## config.mk

```make
export PLATFORM = sky130hd
export DESIGN_NAME = cmdrx_top
export DESIGN_NICKNAME = d
export VERILOG_FILES = /design/src/rtl/cmdrx_pkg.sv /design/src/rtl/cmdrx_frame.sv /design/src/rtl/cmdrx_decode.sv /design/src/rtl/cmdrx_status.sv /design/src/rtl/cmdrx_top.sv
export SDC_FILE = /design/constraint.sdc
export NUM_CORES = 1
export LEC_CHECK = 0
export CORE_ASPECT_RATIO = 1.25
export CORE_UTILIZATION = 55
export CTS_CLUSTER_DIAMETER = 60
export CTS_CLUSTER_SIZE = 30
export DETAILED_ROUTE_END_ITERATION = 7
export GPL_ROUTABILITY_DRIVEN = 0
export PLACE_DENSITY = 0.81
export SYNTH_ARGS = -nofsm -noshare
export SYNTH_HDL_FRONTEND = slang
export SYNTH_HIERARCHICAL = 1
export SYNTH_SLANG_ARGS = --single-unit
```

## constraint.sdc

```tcl
create_clock -name clk -period 6.7 [get_ports clk]
set_input_delay 1.34 -clock clk [delete_from_list [all_inputs] [get_ports clk]]
set_output_delay 1.34 -clock clk [all_outputs]
set_load 0.03 [all_outputs]
```

## src/rtl/cmdrx_pkg.sv

```systemverilog
package cmdrx_pkg;

    localparam int unsigned CHAR_W = 8;

    localparam logic [7:0] OPC_WREN  = 8'h1E;
    localparam logic [7:0] OPC_WRDIS = 8'h1C;
    localparam logic [7:0] OPC_RDSTS = 8'h2D;
    localparam logic [7:0] OPC_RDSEQ = 8'h3B;
    localparam logic [7:0] OPC_ERALL = 8'h4E;
    localparam logic [7:0] OPC_WRALL = 8'h4F;

    localparam logic [2:0] STS_PREFIX = 3'b101;

    typedef enum logic [1:0] {FR_IDLE, FR_DATA, FR_PAR, FR_STOP} fr_state_e;
    typedef enum logic {DC_OPC, DC_ARG} dc_state_e;

    function automatic logic opc_known(input logic [7:0] op);
        return (op == OPC_WREN)  || (op == OPC_WRDIS) || (op == OPC_RDSTS) ||
               (op == OPC_RDSEQ) || (op == OPC_ERALL) || (op == OPC_WRALL);
    endfunction

    function automatic logic [3:0] opc_args(input logic [7:0] op, input logic [3:0] addr_bytes);
        if (op == OPC_RDSEQ) return addr_bytes;
        if (op == OPC_WRALL) return 4'd1;
        return 4'd0;
    endfunction

endpackage

```

## src/rtl/cmdrx_frame.sv

```systemverilog
module cmdrx_frame
    import cmdrx_pkg::*;
(
    input  logic              clk,
    input  logic              rst_n,
    input  logic              clr_i,
    input  logic              stb_i,
    input  logic              rx_i,
    input  logic              par_en_i,
    output logic              vld_o,
    output logic [CHAR_W-1:0] octet_o,
    output logic              bad_o
);
    localparam int unsigned CNT_W = $clog2(CHAR_W);
    localparam logic [CNT_W-1:0] LAST = CNT_W'(CHAR_W - 1);

    typedef struct packed {
        fr_state_e         st;
        logic [CNT_W-1:0]  cnt;
        logic [CHAR_W-1:0] sh;
        logic              par;
        logic              vld;
        logic              bad;
        logic [CHAR_W-1:0] octet;
    } fr_t;

    fr_t d, q;

    always_comb begin
        d     = q;
        d.vld = 1'b0;
        d.bad = 1'b0;
        if (clr_i) begin
            d.st = FR_IDLE;
        end else if (stb_i) begin
            case (q.st)
                FR_IDLE: begin
                    if (!rx_i) begin
                        d.st  = FR_DATA;
                        d.cnt = '0;
                        d.par = 1'b0;
                    end
                end
                FR_DATA: begin
                    d.sh  = {rx_i, q.sh[CHAR_W-1:1]};
                    d.par = q.par ^ rx_i;
                    d.cnt = q.cnt + 1'b1;
                    if (q.cnt == LAST) d.st = par_en_i ? FR_PAR : FR_STOP;
                end
                FR_PAR: begin
                    d.par = q.par ^ rx_i;
                    d.st  = FR_STOP;
                end
                default: begin
                    d.vld   = 1'b1;
                    d.octet = q.sh;
                    d.bad   = !rx_i || (par_en_i && q.par);
                    d.st    = FR_IDLE;
                end
            endcase
        end
    end

    always_ff @(posedge clk or negedge rst_n) begin
        if (!rst_n) begin
            q <= '{st: FR_IDLE, cnt: '0, sh: '0, par: 1'b0, vld: 1'b0, bad: 1'b0, octet: '0};
        end else begin
            q <= d;
        end
    end

    assign vld_o   = q.vld;
    assign octet_o = q.octet;
    assign bad_o   = q.bad;

    AST_FR_VLD_SINGLE: assert property (@(posedge clk) disable iff (!rst_n)
        vld_o |=> !vld_o);
    AST_FR_CLR_QUIET: assert property (@(posedge clk) disable iff (!rst_n)
        clr_i |=> !vld_o);

endmodule

```

## src/rtl/cmdrx_decode.sv

```systemverilog
module cmdrx_decode
    import cmdrx_pkg::*;
#(
    parameter int unsigned ADDR_W = 16
) (
    input  logic              clk,
    input  logic              rst_n,
    input  logic              clr_i,
    input  logic              vld_i,
    input  logic [CHAR_W-1:0] octet_i,
    input  logic              bad_i,
    output logic              cmd_vld_o,
    output logic [7:0]        cmd_op_o,
    output logic [ADDR_W-1:0] cmd_addr_o,
    output logic [7:0]        cmd_data_o,
    output logic              wen_o,
    output logic              perr_o,
    output logic              ierr_o,
    output logic              rd_go_o
);
    localparam int unsigned ADDR_BYTES = ADDR_W / CHAR_W;
    localparam logic [3:0]  NAB = 4'(ADDR_BYTES);

    typedef struct packed {
        dc_state_e         st;
        logic [3:0]        argc;
        logic [7:0]        opc;
        logic [ADDR_W-1:0] addr;
        logic [7:0]        data;
        logic              cmd_vld;
        logic [7:0]        cmd_op;
        logic [ADDR_W-1:0] cmd_addr;
        logic [7:0]        cmd_data;
        logic              wen;
        logic              perr;
        logic              ierr;
        logic              rd_go;
    } dc_t;

    dc_t d, q;
    logic              fire;
    logic [7:0]        fop;
    logic [ADDR_W-1:0] naddr;

    always_comb begin
        d         = q;
        d.cmd_vld = 1'b0;
        d.perr    = 1'b0;
        d.ierr    = 1'b0;
        d.rd_go   = 1'b0;
        fire      = 1'b0;
        fop       = q.opc;
        naddr     = (q.addr << CHAR_W) | ADDR_W'(octet_i);
        if (clr_i) begin
            d.st   = DC_OPC;
            d.argc = '0;
        end else if (vld_i) begin
            if (bad_i) begin
                d.perr = 1'b1;
                d.st   = DC_OPC;
            end else if (q.st == DC_OPC) begin
                if (opc_known(octet_i)) begin
                    d.opc = octet_i;
                    fop   = octet_i;
                    if (opc_args(octet_i, NAB) == 4'd0) begin
                        fire = 1'b1;
                    end else begin
                        d.st   = DC_ARG;
                        d.argc = opc_args(octet_i, NAB);
                    end
                end else begin
                    d.ierr = 1'b1;
                end
            end else begin
                if (q.opc == OPC_RDSEQ) d.addr = naddr;
                else                    d.data = octet_i;
                d.argc = q.argc - 4'd1;
                if (q.argc == 4'd1) begin
                    fire = 1'b1;
                    d.st = DC_OPC;
                end
            end
        end
        if (fire) begin
            case (fop)
                OPC_WREN:  d.wen   = 1'b1;
                OPC_WRDIS: d.wen   = 1'b0;
                OPC_RDSTS: d.rd_go = 1'b1;
                OPC_RDSEQ: begin
                    d.cmd_vld  = 1'b1;
                    d.cmd_op   = fop;
                    d.cmd_addr = d.addr;
                end
                default: begin
                    if (q.wen) begin
                        d.cmd_vld  = 1'b1;
                        d.cmd_op   = fop;
                        d.cmd_addr = '0;
                        d.cmd_data = d.data;
                    end
                end
            endcase
        end
    end

    always_ff @(posedge clk or negedge rst_n) begin
        if (!rst_n) begin
            q <= '{st: DC_OPC, argc: '0, opc: '0, addr: '0, data: '0, cmd_vld: 1'b0,
                   cmd_op: '0, cmd_addr: '0, cmd_data: '0, wen: 1'b0, perr: 1'b0,
                   ierr: 1'b0, rd_go: 1'b0};
        end else begin
            q <= d;
        end
    end

    assign cmd_vld_o  = q.cmd_vld;
    assign cmd_op_o   = q.cmd_op;
    assign cmd_addr_o = q.cmd_addr;
    assign cmd_data_o = q.cmd_data;
    assign wen_o      = q.wen;
    assign perr_o     = q.perr;
    assign ierr_o     = q.ierr;
    assign rd_go_o    = q.rd_go;

    AST_DC_CLR_NO_CMD: assert property (@(posedge clk) disable iff (!rst_n)
        clr_i |=> !cmd_vld_o && !rd_go_o);
    AST_DC_ALL_NEEDS_WEN: assert property (@(posedge clk) disable iff (!rst_n)
        cmd_vld_o && (cmd_op_o == OPC_ERALL || cmd_op_o == OPC_WRALL) |-> wen_o);
    AST_DC_WEN_STEADY: assert property (@(posedge clk) disable iff (!rst_n)
        clr_i |=> $stable(wen_o));

endmodule

```

## src/rtl/cmdrx_status.sv

```systemverilog
module cmdrx_status
    import cmdrx_pkg::*;
(
    input  logic       clk,
    input  logic       rst_n,
    input  logic       cs_i,
    input  logic       stb_i,
    input  logic       busy_i,
    input  logic       perr_i,
    input  logic       ierr_i,
    input  logic       rd_go_i,
    output logic       lock_o,
    output logic [7:0] sts_o,
    output logic       sdo_o,
    output logic       sdo_oe_o
);
    localparam int unsigned STS_W = 8;
    localparam int unsigned CNT_W = $clog2(STS_W);
    localparam logic [CNT_W-1:0] LAST = CNT_W'(STS_W - 1);

    typedef struct packed {
        logic             perr;
        logic             ierr;
        logic             lock;
        logic             act;
        logic [CNT_W-1:0] cnt;
        logic [STS_W-1:0] sh;
    } st_t;

    st_t d, q;
    logic [STS_W-1:0] sts;

    always_comb begin
        sts = {STS_PREFIX, q.perr, q.ierr, busy_i, 2'b00};
        d   = q;
        if (!cs_i) begin
            d.lock = 1'b0;
            d.act  = 1'b0;
        end else if (q.act && stb_i) begin
            d.sh  = {q.sh[STS_W-2:0], 1'b0};
            d.cnt = q.cnt + 1'b1;
            if (q.cnt == LAST) begin
                d.act  = 1'b0;
                d.perr = 1'b0;
                d.ierr = 1'b0;
            end
        end else if (rd_go_i) begin
            d.sh  = sts;
            d.act = 1'b1;
            d.cnt = '0;
        end
        if (cs_i && perr_i) begin
            d.perr = 1'b1;
            d.lock = 1'b1;
        end
        if (cs_i && ierr_i) begin
            d.ierr = 1'b1;
            d.lock = 1'b1;
        end
    end

    always_ff @(posedge clk or negedge rst_n) begin
        if (!rst_n) begin
            q <= '{perr: 1'b0, ierr: 1'b0, lock: 1'b0, act: 1'b0, cnt: '0, sh: '0};
        end else begin
            q <= d;
        end
    end

    assign lock_o   = q.lock;
    assign sts_o    = sts;
    assign sdo_o    = q.sh[STS_W-1];
    assign sdo_oe_o = q.act && !q.lock;

    AST_ST_ERR_LOCKS: assert property (@(posedge clk) disable iff (!rst_n)
        cs_i && (perr_i || ierr_i) |=> lock_o);
    AST_ST_LOCK_SILENT: assert property (@(posedge clk) disable iff (!rst_n)
        lock_o |-> !sdo_oe_o);
    AST_ST_LOCK_HOLDS: assert property (@(posedge clk) disable iff (!rst_n)
        lock_o && cs_i |=> lock_o);
    AST_ST_CS_UNLOCKS: assert property (@(posedge clk) disable iff (!rst_n)
        !cs_i |=> !lock_o);
    AST_ST_PERR_KEPT: assert property (@(posedge clk) disable iff (!rst_n)
        q.perr && !(q.act && stb_i && cs_i && q.cnt == LAST) |=> q.perr);

endmodule

```

## src/rtl/cmdrx_top.sv

```systemverilog
module cmdrx_top
    import cmdrx_pkg::*;
#(
    parameter int unsigned ADDR_W = 16
) (
    input  logic              clk,
    input  logic              rst_n,
    input  logic              cs_i,
    input  logic              par_en_i,
    input  logic              bit_stb_i,
    input  logic              rx_i,
    input  logic              core_busy_i,
    output logic              cmd_vld_o,
    output logic [7:0]        cmd_op_o,
    output logic [ADDR_W-1:0] cmd_addr_o,
    output logic [7:0]        cmd_data_o,
    output logic              wr_en_o,
    output logic              locked_o,
    output logic [7:0]        sts_o,
    output logic              sdo_o,
    output logic              sdo_oe_o
);
    logic              clr;
    logic              fr_vld;
    logic [CHAR_W-1:0] fr_octet;
    logic              fr_bad;
    logic              dc_perr;
    logic              dc_ierr;
    logic              dc_rd_go;

    assign clr = !cs_i || locked_o;

    cmdrx_frame u_frame (
        .clk      (clk),
        .rst_n    (rst_n),
        .clr_i    (clr),
        .stb_i    (bit_stb_i),
        .rx_i     (rx_i),
        .par_en_i (par_en_i),
        .vld_o    (fr_vld),
        .octet_o  (fr_octet),
        .bad_o    (fr_bad)
    );

    cmdrx_decode #(.ADDR_W(ADDR_W)) u_decode (
        .clk        (clk),
        .rst_n      (rst_n),
        .clr_i      (clr),
        .vld_i      (fr_vld),
        .octet_i    (fr_octet),
        .bad_i      (fr_bad),
        .cmd_vld_o  (cmd_vld_o),
        .cmd_op_o   (cmd_op_o),
        .cmd_addr_o (cmd_addr_o),
        .cmd_data_o (cmd_data_o),
        .wen_o      (wr_en_o),
        .perr_o     (dc_perr),
        .ierr_o     (dc_ierr),
        .rd_go_o    (dc_rd_go)
    );

    cmdrx_status u_status (
        .clk      (clk),
        .rst_n    (rst_n),
        .cs_i     (cs_i),
        .stb_i    (bit_stb_i),
        .busy_i   (core_busy_i),
        .perr_i   (dc_perr),
        .ierr_i   (dc_ierr),
        .rd_go_i  (dc_rd_go),
        .lock_o   (locked_o),
        .sts_o    (sts_o),
        .sdo_o    (sdo_o),
        .sdo_oe_o (sdo_oe_o)
    );

    AST_TOP_LOCK_NO_CMD: assert property (@(posedge clk) disable iff (!rst_n)
        locked_o |=> !cmd_vld_o);

endmodule

```

==> impl_metrics.sql, run 1 <==
INSERT INTO impl_metrics (metric_group, metric, value, unit) VALUES
('floorplanning', 'core_region_area', '9609', 'um2'),
('floorplanning', 'floorplan.die.width', '90.82', 'um'),
('floorplanning', 'design.portCount', '52', ''),
('clocking', 'ctsLongestPathBuffers', '2', ''),
('synth', 'syn_inst', '416', ''),
('layout', 'most-common-layout-cells', 'sky130_fd_sc_hd__dfrtp_1 (111), sky130_fd_sc_hd__clkdlybuf4s50_1 (45), sky130_fd_sc_hd__mux2_4 (28), sky130_fd_sc_hd__mux2_2 (25)', ''),
('power_and_ir_drop', 'cell_internal_pwr', '0.001027', 'W'),
('drt', 'antenna_violating_nets_post_route', '0', ''),
('synth', 'synth_sequential_area_ratio', '51.21', '%'),
('synth', 'synth_enable_flop_cells', '0', ''),
('critical_path', 'setup.worst_path.start_class', 'input pin', ''),
('power_and_ir_drop', 'power_per_cell_area', '218.0', 'nW/um2'),
('sta', 'rsz0062_at_grt', 'no', ''),
('layout', 'antenna-diode-count', '0', ''),
('layout', 'syn2layout_area_growth', '9.504', '%'),
('floorplanning', 'initial_utilization', '56.45', '%'),
('clocking', 'tritoncts', 'done', ''),
('placement', 'hpwl', '6355', 'um'),
('drt', 'wl', '9408', 'um'),
('power_and_ir_drop', 'power.static_leakage', '2.828', 'nW'),
('drt', 'route.detailed.vias_per_inst', '5.747', ''),
('sta', 'slew_headroom', '38.64', '%'),
('grt', 'track_usage', '19.53', '%'),
('grt', 'first_global_vias', '3280', ''),
('clocking', 'clock_sinks', '111', ''),
('floorplanning', 'die-height', '113.0', 'um'),
('drt', 'drtIter0Drc', '206', ''),
('clocking', 'cts_repair_resize_count', '0', ''),
('synth', 'post_synth.cell_area_avg', '13.04', 'um2'),
('floorplanning', 'std_cell_rows', '40', ''),
('layout', 'nets', '433', ''),
('sta', 'finalCriticalPeriod', '4.489', 'ns'),
('sta', 'final_hold_violation_count', '0', ''),
('sta', 'fin_setup_tns', '0', 'ns'),
('clocking', 'cts.repair_timing.setup_buffer_count', '0', ''),
('min_path', 'min_delay_worst_type', 'reg -> reg', ''),
('critical_path', 'cpPeakStageDelay', '0.70', 'ns'),
('synth', 'yosys.cell_types.count', '63', ''),
('drt', 'remaining_drc_errors', '0', ''),
('grt', 'grt_antenna_before_repair', '0', ''),
('critical_path', 'cp_cell_sequence', 'clkdlybuf4s50_1 > nand2b_1 > or3b_1 > nor3b_2 > o21ai_2 > mux2_2 > o21ai_1 > buf_4 > a32o_1', ''),
('clocking', 'path_clk_slew', '0.07', 'ns'),
('synth', 'synth-warning-count', '6', ''),
('clocking', 'cts_hold_repair.buffers', '0', ''),
('sta', 'setup_viol', '0', ''),
('drt', 'wl_per_cell', '17.23', 'um'),
('clocking', 'h-tree-depth', '3', ''),
('sta', 'number_of_max_slew_violations_in_the_final_report', '0', ''),
('grt', 'overflow', '0', ''),
('critical_path', 'criticalPathCategory', 'in -> reg', ''),
('power_and_ir_drop', 'clock_power_share', '42.8', '%'),
('job', 'drv_cap', '0', ''),
('critical_path', 'crit_path_max_fanout', '17', ''),
('sta', 'min_period_over_period', '67.00', '%'),
('sta', 'finalClockSkew', '0.006850', 'ns'),
('power_and_ir_drop', 'net-switching-power', '0.0002681', 'W'),
('placement', 'port_buffers', '46', ''),
('floorplanning', 'die_area', '10270', 'um2'),
('power_and_ir_drop', 'netSwitchingFraction', '20.71', '%'),
('synth', 'synth_flop_cell', 'sky130_fd_sc_hd__dfrtp_1', ''),
('synth', 'async_reset_ff_share', '100.0', '%'),
('clocking', 'clk_latency', '0.35', 'ns'),
('drt', 'drt_pass1_iterations', '6', ''),
('grt', 'grt_start_max_net_pins', '72', ''),
('power_and_ir_drop', 'power.total', '0.001295', 'W'),
('clocking', 'cts-root-buf', 'sky130_fd_sc_hd__clkbuf_16', ''),
('sta', 'worst-slew-pin-transition', '0.9025', 'ns'),
('layout', 'final_common_cell', 'sky130_fd_sc_hd__dfrtp_1', ''),
('grt', 'grt_pass1_wl', '15750', 'um'),
('run_status', 'outcome', 'completed', ''),
('layout', 'drive_gt1_share', '20.95', '%');
## stage by stage
step / hold WS (ns) / instances / instance area, um2 / utilization [%] / setup slack [ns]
6_report: 0.4947 / 546 / 5939 / 61.81 / 2.211
5_1_grt: 0.5133 / 546 / 5939 / 61.81 / 2.000
4_1_cts: 0.5002 / 546 / 5936 / 61.77 / 2.275
3_5_place_dp: 0.4810 / 530 / 5623 / 58.52 / 1.928
3_3_place_gp: 0.4688 / 530 / 5623 / 58.52 / 2.021
2_1_floorplan: 0.4573 / 419 / 5435 / - / 3.365
## kinds of logic (layout without fill, tap and decap cells)
family	count (synthesis)	after routing	share of synthesized area (%)
adder cells (fa/ha/maj)	11	11	2.537
AND/OR/NAND/NOR	78	78	9.827
other	2	5	0.1385
buffers and inverters	76	77	9.066
multiplexers	68	68	15.85
flip-flops	111	111	51.21
AO/OA/AOI/OAI	70	70	11.37
## path summary, 6_finish.rpt
path / end / slack (ns) / startpoint
setup / recovery: u_decode/cmd_addr_o[2] / 2.21 / cs_i
hold reg to reg: u_decode/cmd_addr_o[12] / 0.49 / u_decode/cmd_addr_o[12]
min in group asynchronous: u_decode/cmd_addr_o[14] / 0.96 / rst_n
max in group asynchronous: u_frame/q[22] / 4.49 / rst_n
setup reg to reg: u_decode/cmd_addr_o[2] / 3.38 / u_frame/octet_o[0]
hold / removal: u_decode/cmd_addr_o[12] / 0.49 / u_decode/cmd_addr_o[12]
## critical path, delay by kind of cell
family	cells	cell delay [ns]
AOI/OAI and AO/OA	3	1.12
buffers and inverters	2	0.94
muxes	1	0.37
and+or+nand+nor	3	0.98
## synth_stat cells (all sizes together), types with 2 or more instances
cell / count / share of area, %
o2111a: 2 / 0.42
conb: 2 / 0.14
a21oi: 4 / 0.37
a32o: 19 / 3.5
or3: 2 / 0.23
and3: 2 / 0.23
and2: 4 / 0.51
nand4bb: 2 / 0.42
o22ai: 2 / 0.60
clkbuf: 5 / 0.35
dfrtp: 111 / 51
nor2: 8 / 0.55
nand3b: 3 / 0.65
buf: 58 / 7.8
mux2: 59 / 14
nor3: 2 / 0.18
nand2: 21 / 2.1
inv: 13 / 0.90
nor2b: 6 / 0.69
nand2b: 3 / 0.39
a22o: 10 / 1.6
o21ai: 12 / 1.2
o22a: 7 / 1.1
or3b: 3 / 0.48
a311o: 2 / 0.37
a31oi: 2 / 0.23
nand3: 4 / 0.60
ha: 11 / 2.5
nor4bb: 2 / 0.37
nand4: 2 / 0.23
o31ai: 2 / 0.28
mux2i: 9 / 1.7
nor3b: 6 / 0.92
## metal layers
| layer | GRT usage, % | part of all wire [%] |
|---|---|---|
| met5 | 0 | 0 |
| met3 | 4.032 | 2.9 |
| met2 | 32.47 | 51 |
| met4 | 8.466 | 1.9 |
| met1 | 24.88 | 44 |
## power groups by stage
stage / Sequential (W) / Combinational, W / Clock, W
final: 0.000687 / 0.0000533 / 0.000555
after global routing: 0.000688 / 0.0000592 / 0.000591
after floorplan: 0.000697 / 0.0000344 / 0
after global placement: 0.000699 / 0.0000525 / 0
after CTS: 0.000687 / 0.0000544 / 0.000568
after detailed placement: 0.000699 / 0.0000540 / 0
## flip-flops by register name (all words and copies together), names as in the netlist
register and flops:
u_frame/vld_o 1, u_decode/ierr_o 1, u_decode/wen_o 1, u_decode/cmd_op_o 8, u_frame/q 14, u_frame/bad_o 1
u_decode/q 37, u_status/sts_o 2, u_status/sdo_o 1, u_decode/cmd_data_o 8, u_status/q 9, u_decode/rd_go_o 1
u_decode/cmd_addr_o 16, u_frame/octet_o 8, u_decode/cmd_vld_o 1, u_decode/perr_o 1, u_status/lock_o 1
## area by class of cell
| cell class | instances | area (um2) |
|---|---|---|
| fillers | 740 | 3670 |
| flip-flops and latches | 111 | 2778 |
| multi-input cells | 232 | 2170 |
| repair buffers | 48 | 473.0 |
| clock buffers | 10 | 229.0 |
| well taps | 126 | 157.7 |
| clock inverters | 6 | 83.83 |
| inverters | 13 | 48.80 |
(Power assumes the default switching activity.)
==> run 2: changes to the inputs <==
- CORE_UTILIZATION: 55 -> 52
- PLACE_DENSITY: 0.81 -> 0.8
- clock period: 6.7 -> 3.7 ns (I/O delays scaled with it)
==> impl_metrics.sql, run 2 (synthesized netlist as in run 1, its figures left out) <==
INSERT INTO impl_metrics (metric_group, metric, value, unit) VALUES
('floorplanning', 'design.portCount', '52', ''),
('clocking', 'cts-root-buf', 'sky130_fd_sc_hd__clkbuf_16', ''),
('drt', 'count_of_vias_placed_by_the_detailed_router', '3139', ''),
('sta', 'slew_headroom', '54.00', '%'),
('floorplanning', 'die-height', '116.2', 'um'),
('drt', 'route.detailed.vias_per_inst', '5.646', ''),
('grt', 'overflow', '0', ''),
('drt', 'wl_per_cell', '17.29', 'um'),
('clocking', 'cts_hold_repair.buffers', '0', ''),
('layout', 'most-common-layout-cells', 'sky130_fd_sc_hd__dfrtp_1 (111), sky130_fd_sc_hd__clkdlybuf4s50_1 (45), sky130_fd_sc_hd__mux2_4 (28), sky130_fd_sc_hd__mux2_2 (25)', ''),
('critical_path', 'worst_path_dominant_cell_family', 'simple AND/OR/NAND/NOR gates', ''),
('critical_path', 'cpPeakStageDelay', '0.49', 'ns'),
('sta', 'worst-slew-pin-transition', '0.6883', 'ns'),
('grt', 'track_usage', '18.94', '%'),
('clocking', 'cts_repair_resize_count', '0', ''),
('clocking', 'ctsLongestPathBuffers', '2', ''),
('power_and_ir_drop', 'power.share.sequential', '51.7', '%'),
('sta', 'maximum_operating_frequency', '338.6', 'MHz'),
('drt', 'drt_pass1_iterations', '4', ''),
('clocking', 'path_clk_slew', '0.07', 'ns'),
('sta', 'number_of_max_slew_violations_in_the_final_report', '0', ''),
('sta', 'min_period_over_period', '79.83', '%'),
('critical_path', 'worst_reg_to_reg_path_cell_count', '7', ''),
('sta', 'setup_viol', '0', ''),
('clocking', 'clk_latency', '0.35', 'ns'),
('layout', 'drive_gt1_share', '22.25', '%'),
('floorplanning', 'die_area', '10850', 'um2'),
('sta', 'finalClockSkew', '0.009512', 'ns'),
('job', 'drv_cap', '0', ''),
('critical_path', 'cp_data_arrival_time', '3.23', 'ns'),
('sta', 'final_hold_violation_count', '0', ''),
('power_and_ir_drop', 'net-switching-power', '0.0005095', 'W'),
('layout', 'syn2layout_area_growth', '11.14', '%'),
('layout', 'antenna-diode-count', '0', ''),
('critical_path', 'criticalPathCategory', 'in -> reg', ''),
('power_and_ir_drop', 'power_per_cell_area', '398.4', 'nW/um2'),
('drt', 'wl', '9612', 'um'),
('layout', 'nets', '440', ''),
('drt', 'antenna_violating_nets_post_route', '0', ''),
('power_and_ir_drop', 'p_comb_share', '4.2', '%'),
('critical_path', 'path_depth', '9', ''),
('critical_path', 'cp.required', '3.98', 'ns'),
('clocking', 'h-tree-depth', '3', ''),
('placement', 'port_buffers', '46', ''),
('grt', 'grt_antenna_before_repair', '0', ''),
('layout', 'regMostFlops', 'u_decode/q', ''),
('sta', 'fin_setup_tns', '0', 'ns'),
('layout', 'final_core_util', '59.65', '%'),
('critical_path', 'setup.worst_path.start_class', 'input pin', ''),
('clocking', 'tritoncts', 'done', ''),
('power_and_ir_drop', 'netSwitchingFraction', '21.21', '%'),
('power_and_ir_drop', 'clock_power_share', '44.1', '%'),
('min_path', 'min_delay_worst_type', 'in -> async', ''),
('critical_path', 'crit_slowest_cell', 'sky130_fd_sc_hd__clkdlybuf4s50_1', ''),
('grt', 'grt_start_max_net_pins', '67', ''),
('floorplanning', 'std_cell_rows', '41', ''),
('power_and_ir_drop', 'vdd.ir_drop.worst', '0.2120', 'mV'),
('critical_path', 'worstSetupEndpointType', 'flip-flop', ''),
('run_status', 'outcome', 'completed', ''),
('critical_path', 'rrSetupSlack', '1.12', 'ns'),
('grt', 'grt_pass1_wl', '15640', 'um'),
('floorplanning', 'initial_utilization', '53.67', '%'),
('clocking', 'cts.repair_timing.setup_buffer_count', '0', ''),
('power_and_ir_drop', 'cell_internal_pwr', '0.001892', 'W'),
('layout', 'final_common_cell', 'sky130_fd_sc_hd__dfrtp_1', ''),
('floorplanning', 'core_region_area', '10110', 'um2'),
('clocking', 'clock_sinks', '111', ''),
('layout', 'max_reg_flops', '37', ''),
('placement', 'hpwl', '6506', 'um'),
('layout', 'fill_count', '759', ''),
('drt', 'remaining_drc_errors', '0', ''),
('sta', 'finalCriticalPeriod', '2.954', 'ns'),
('clocking', 'tritoncts.num_buffers', '9', ''),
('power_and_ir_drop', 'power.static_leakage', '2.882', 'nW'),
('drt', 'drtIter0Drc', '160', ''),
('floorplanning', 'floorplan.die.width', '93.35', 'um'),
('sta', 'rsz0062_at_grt', 'no', ''),
('critical_path', 'crit_buf_inv', '2', ''),
('critical_path', 'cp_cell_sequence', 'clkdlybuf4s50_1 > nand2b_1 > or3b_1 > nor3b_2 > nor3b_1 > a221oi_4 > o21ai_1 > buf_4 > a32o_1', ''),
('critical_path', 'crit_path_max_fanout', '19', ''),
('grt', 'first_global_vias', '3122', '');
[run 2: worst paths after layout]
path                                     from                     end
max                                      cs_i  u_decode/cmd_addr_o[9]
min                                     rst_n  u_decode/cmd_addr_o[6]
max reg2reg                u_frame/octet_o[6]  u_decode/cmd_addr_o[9]
min reg2reg                     u_status/q[8]           u_status/q[8]
max in group asynchronous               rst_n           u_status/q[2]
min in group clk                u_status/q[8]           u_status/q[8]
[run 2: power groups by stage]
| stage | clock (W) | sequential [W] | combinational [W] |
|---|---|---|---|
| 3_5_place_dp | 0 | 0.00127 | 0.000102 |
| 5_1_grt | 0.00113 | 0.00124 | 0.000111 |
| 2_1_floorplan | 0 | 0.00126 | 0.0000623 |
| 4_1_cts | 0.00108 | 0.00124 | 0.000103 |
| 6_report | 0.00106 | 0.00124 | 0.000101 |
| 3_3_place_gp | 0 | 0.00127 | 0.0000980 |
[run 2: cell type report]
type                       count  area [um2]  share of cell area (%)
clock buffer                  10       239.0                   3.964
clock inverter                 6       97.59                   1.619
inverter                      13       48.80                  0.8095
multi-input combinational    232        2166                   35.93
sequential                   111        2778                   46.08
tap                          129       161.4                   2.677
timing repair buffer          55       538.0                   8.925
[run 2: metal layers]
metal,global-route usage (%),part of all wire [%],vias to the layer above
met1,24.57,44,1591
li1,-,-,1470
met4,8.410,2.2,0
met3,3.255,3.7,13
met5,0,0,-
met2,31.42,50,65
[run 2: through the flow]
stage          total power [W]  instances  hold WS, ns  cell area (um2)  setup slack [ns]
2_1_floorplan         0.001324        419       0.4444             5435            0.9653
3_3_place_gp          0.001363        540       0.4783             5692            0.4438
3_5_place_dp          0.001367        540       0.4812             5692            0.4173
4_1_cts               0.002424        556       0.4074             6028            0.7552
5_1_grt               0.002487        556       0.4293             6028            0.5602
6_report              0.002401        556       0.3884             6028            0.7464
==> run 3: changes to the inputs <==
- clock period: 3.7 -> 2.6 ns (I/O delays scaled with it)
==> impl_metrics.sql, run 3 (synthesized netlist as in run 1, its figures left out) <==
INSERT INTO impl_metrics (metric_group, metric, value, unit) VALUES
('clocking', 'tritoncts', 'done', ''),
('job', 'drv_cap', '0', ''),
('sta', 'slew_headroom', '59.97', '%'),
('drt', 'route.detailed.vias_per_inst', '5.631', ''),
('critical_path', 'rrSetupSlack', '0.14', 'ns'),
('clocking', 'cts.repair_timing.setup_buffer_count', '0', ''),
('power_and_ir_drop', 'cell_internal_pwr', '0.002651', 'W'),
('placement', 'hpwl', '6687', 'um'),
('grt', 'grt_most_used_layer', 'met2', ''),
('layout', 'max_reg_flops', '37', ''),
('grt', 'grt_pass1_wl', '16220', 'um'),
('sta', 'finalClockSkew', '0.005150', 'ns'),
('grt', 'overflow', '0', ''),
('power_and_ir_drop', 'clock_power_share', '42.9', '%'),
('clocking', 'ctsLongestPathBuffers', '2', ''),
('layout', 'layout.cell_area.non_filler', '6210', 'um2'),
('floorplanning', 'die-height', '116.2', 'um'),
('power_and_ir_drop', 'p_comb_share', '4.2', '%'),
('grt', 'met1_usage', '24.94', '%'),
('sta', 'number_of_max_slew_violations_in_the_final_report', '0', ''),
('power_and_ir_drop', 'vdd.ir_drop.worst', '0.3582', 'mV'),
('critical_path', 'setup.worst_path.start_class', 'flip-flop', ''),
('critical_path', 'cp_data_arrival_time', '2.69', 'ns'),
('clocking', 'cts_hold_repair.buffers', '0', ''),
('sta', 'finalCriticalPeriod', '2.459', 'ns'),
('floorplanning', 'design.portCount', '52', ''),
('sta', 'min_period_over_period', '94.59', '%'),
('power_and_ir_drop', 'netSwitchingFraction', '20.79', '%'),
('floorplanning', 'core_region_area', '10110', 'um2'),
('sta', 'maximum_operating_frequency', '406.6', 'MHz'),
('layout', 'antenna-diode-count', '0', ''),
('grt', 'grt_antenna_before_repair', '0', ''),
('layout', 'regMostFlops', 'u_decode/q', ''),
('floorplanning', 'floorplan.die.width', '93.35', 'um'),
('clocking', 'clk_latency', '0.34', 'ns'),
('critical_path', 'timing.critical_path.from', 'u_status/lock_o', ''),
('clocking', 'path_clk_slew', '0.07', 'ns'),
('critical_path', 'criticalPathCategory', 'reg -> reg', ''),
('layout', 'final_common_cell', 'sky130_fd_sc_hd__dfrtp_1', ''),
('drt', 'remaining_drc_errors', '0', ''),
('grt', 'grt_start_max_net_pins', '112', ''),
('power_and_ir_drop', 'power_per_cell_area', '539.0', 'nW/um2'),
('drt', 'drt_pass1_iterations', '4', ''),
('layout', 'most-common-layout-cells', 'sky130_fd_sc_hd__dfrtp_1 (111), sky130_fd_sc_hd__clkdlybuf4s50_1 (44), sky130_fd_sc_hd__mux2_4 (28), sky130_fd_sc_hd__buf_4 (26), sky130_fd_sc_hd__mux2_2 (25)', ''),
('sta', 'rsz0062_at_grt', 'no', ''),
('clocking', 'clock_sinks', '111', ''),
('grt', 'first_global_vias', '3285', ''),
('clocking', 'h-tree-depth', '3', ''),
('drt', 'drtIter0Drc', '157', ''),
('power_and_ir_drop', 'net-switching-power', '0.0006958', 'W'),
('grt', 'met2_usage', '31.37', '%'),
('sta', 'worst-slew-pin-transition', '0.6004', 'ns'),
('min_path', 'min_delay_worst_type', 'in -> async', ''),
('drt', 'antenna_violating_nets_post_route', '0', ''),
('layout', 'drive_gt1_share', '26.68', '%'),
('placement', 'placement.setup.worst_slack', '-0.3555', 'ns'),
('sta', 'setup_viol', '0', ''),
('grt', 'use_met3', '2.865', '%'),
('drt', 'count_of_vias_placed_by_the_detailed_router', '3238', ''),
('critical_path', 'regToRegStartpoint', 'u_status/lock_o', ''),
('critical_path', 'worstSetupEndpointType', 'flip-flop', ''),
('power_and_ir_drop', 'power.share.sequential', '52.9', '%'),
('sta', 'setup_ws', '0.1406', 'ns'),
('floorplanning', 'die_area', '10850', 'um2'),
('critical_path', 'cp.required', '2.83', 'ns'),
('drt', 'wl_per_cell', '16.82', 'um'),
('clocking', 'cts-root-buf', 'sky130_fd_sc_hd__clkbuf_16', ''),
('layout', 'nets', '459', ''),
('clocking', 'tritoncts.num_buffers', '9', ''),
('critical_path', 'crit_path_max_fanout', '8', ''),
('placement', 'detailed_place.area', '5867', 'um2'),
('layout', 'syn2layout_area_growth', '14.49', '%'),
('power_and_ir_drop', 'power.static_leakage', '2.998', 'nW'),
('run_status', 'outcome', 'completed', ''),
('sta', 'final_hold_violation_count', '0', ''),
('floorplanning', 'initial_utilization', '53.67', '%'),
('placement', 'port_buffers', '46', ''),
('drt', 'wl', '9671', 'um'),
('grt', 'track_usage', '19.15', '%'),
('floorplanning', 'std_cell_rows', '41', '');
[run 3: worst paths after layout]
check | depth (start not counted) | endpoint
hold / removal | 2 | u_decode/q[51]
setup reg to reg | 7 | u_decode/cmd_data_o[3]
setup / recovery | 7 | u_decode/cmd_data_o[3]
min in group clk | 1 | u_status/sdo_o
max in group asynchronous | 2 | u_decode/q[56]
hold reg to reg | 1 | u_status/sdo_o
[run 3: routing by layer]
metal  vias to the layer above  routed length, um
met4                         0                248
met3                        21                277
met5                         -                  0
li1                       1505                  -
met2                        63               4867
met1                      1649               4278
[run 3: critical path: stages, from the launching register on]
cell and delay, ns:
sky130_fd_sc_hd__dfrtp_1 0.41, sky130_fd_sc_hd__nand2b_2 0.20, sky130_fd_sc_hd__or3b_4 0.43, sky130_fd_sc_hd__nor3b_4 0.25, sky130_fd_sc_hd__o21ai_4 0.11, sky130_fd_sc_hd__a221oi_4 0.37
sky130_fd_sc_hd__nand3b_4 0.23, sky130_fd_sc_hd__mux2_4 0.35
[run 3: timing repair]
item                                    CTS  global route
resized for setup                         0             7
endpoints found under the setup margin    0            35
hold endpoints to repair                  0             0
[run 3: area by class of cell]
class	instances	area, um2
multi-input combinational	232	2201
clock buffer	10	229.0
clock inverter	6	83.83
inverter	13	48.80
fill	753	3896
tap	129	161.4
timing repair buffer	74	708.2
sequential	111	2778
[run 3: power groups by stage]
stage	clock network (W)	logic [W]	registers (W)
after CTS	0.00146	0.000146	0.00177
after global routing	0.00153	0.000159	0.00177
after floorplan	0	0.0000889	0.00180
after detailed placement	0	0.000145	0.00180
after global placement	0	0.000141	0.00180
final	0.00144	0.000142	0.00177
[run 3: metrics by stage]
step / power (W) / TNS (ns) / util [%] / instances / hold slack [ns]
4_1_cts: 0.003378 / 0 / 61.15 / 575 / 0.2724
2_1_floorplan: 0.001885 / 0 / - / 419 / 0.2244
3_3_place_gp: 0.001942 / -9.031 / 58.05 / 559 / 0.4771
5_1_grt: 0.003461 / 0 / 61.45 / 575 / 0.3055
6_report: 0.003347 / 0 / 61.45 / 575 / 0.2120
3_5_place_dp: 0.001947 / -11.72 / 58.05 / 559 / 0.4802
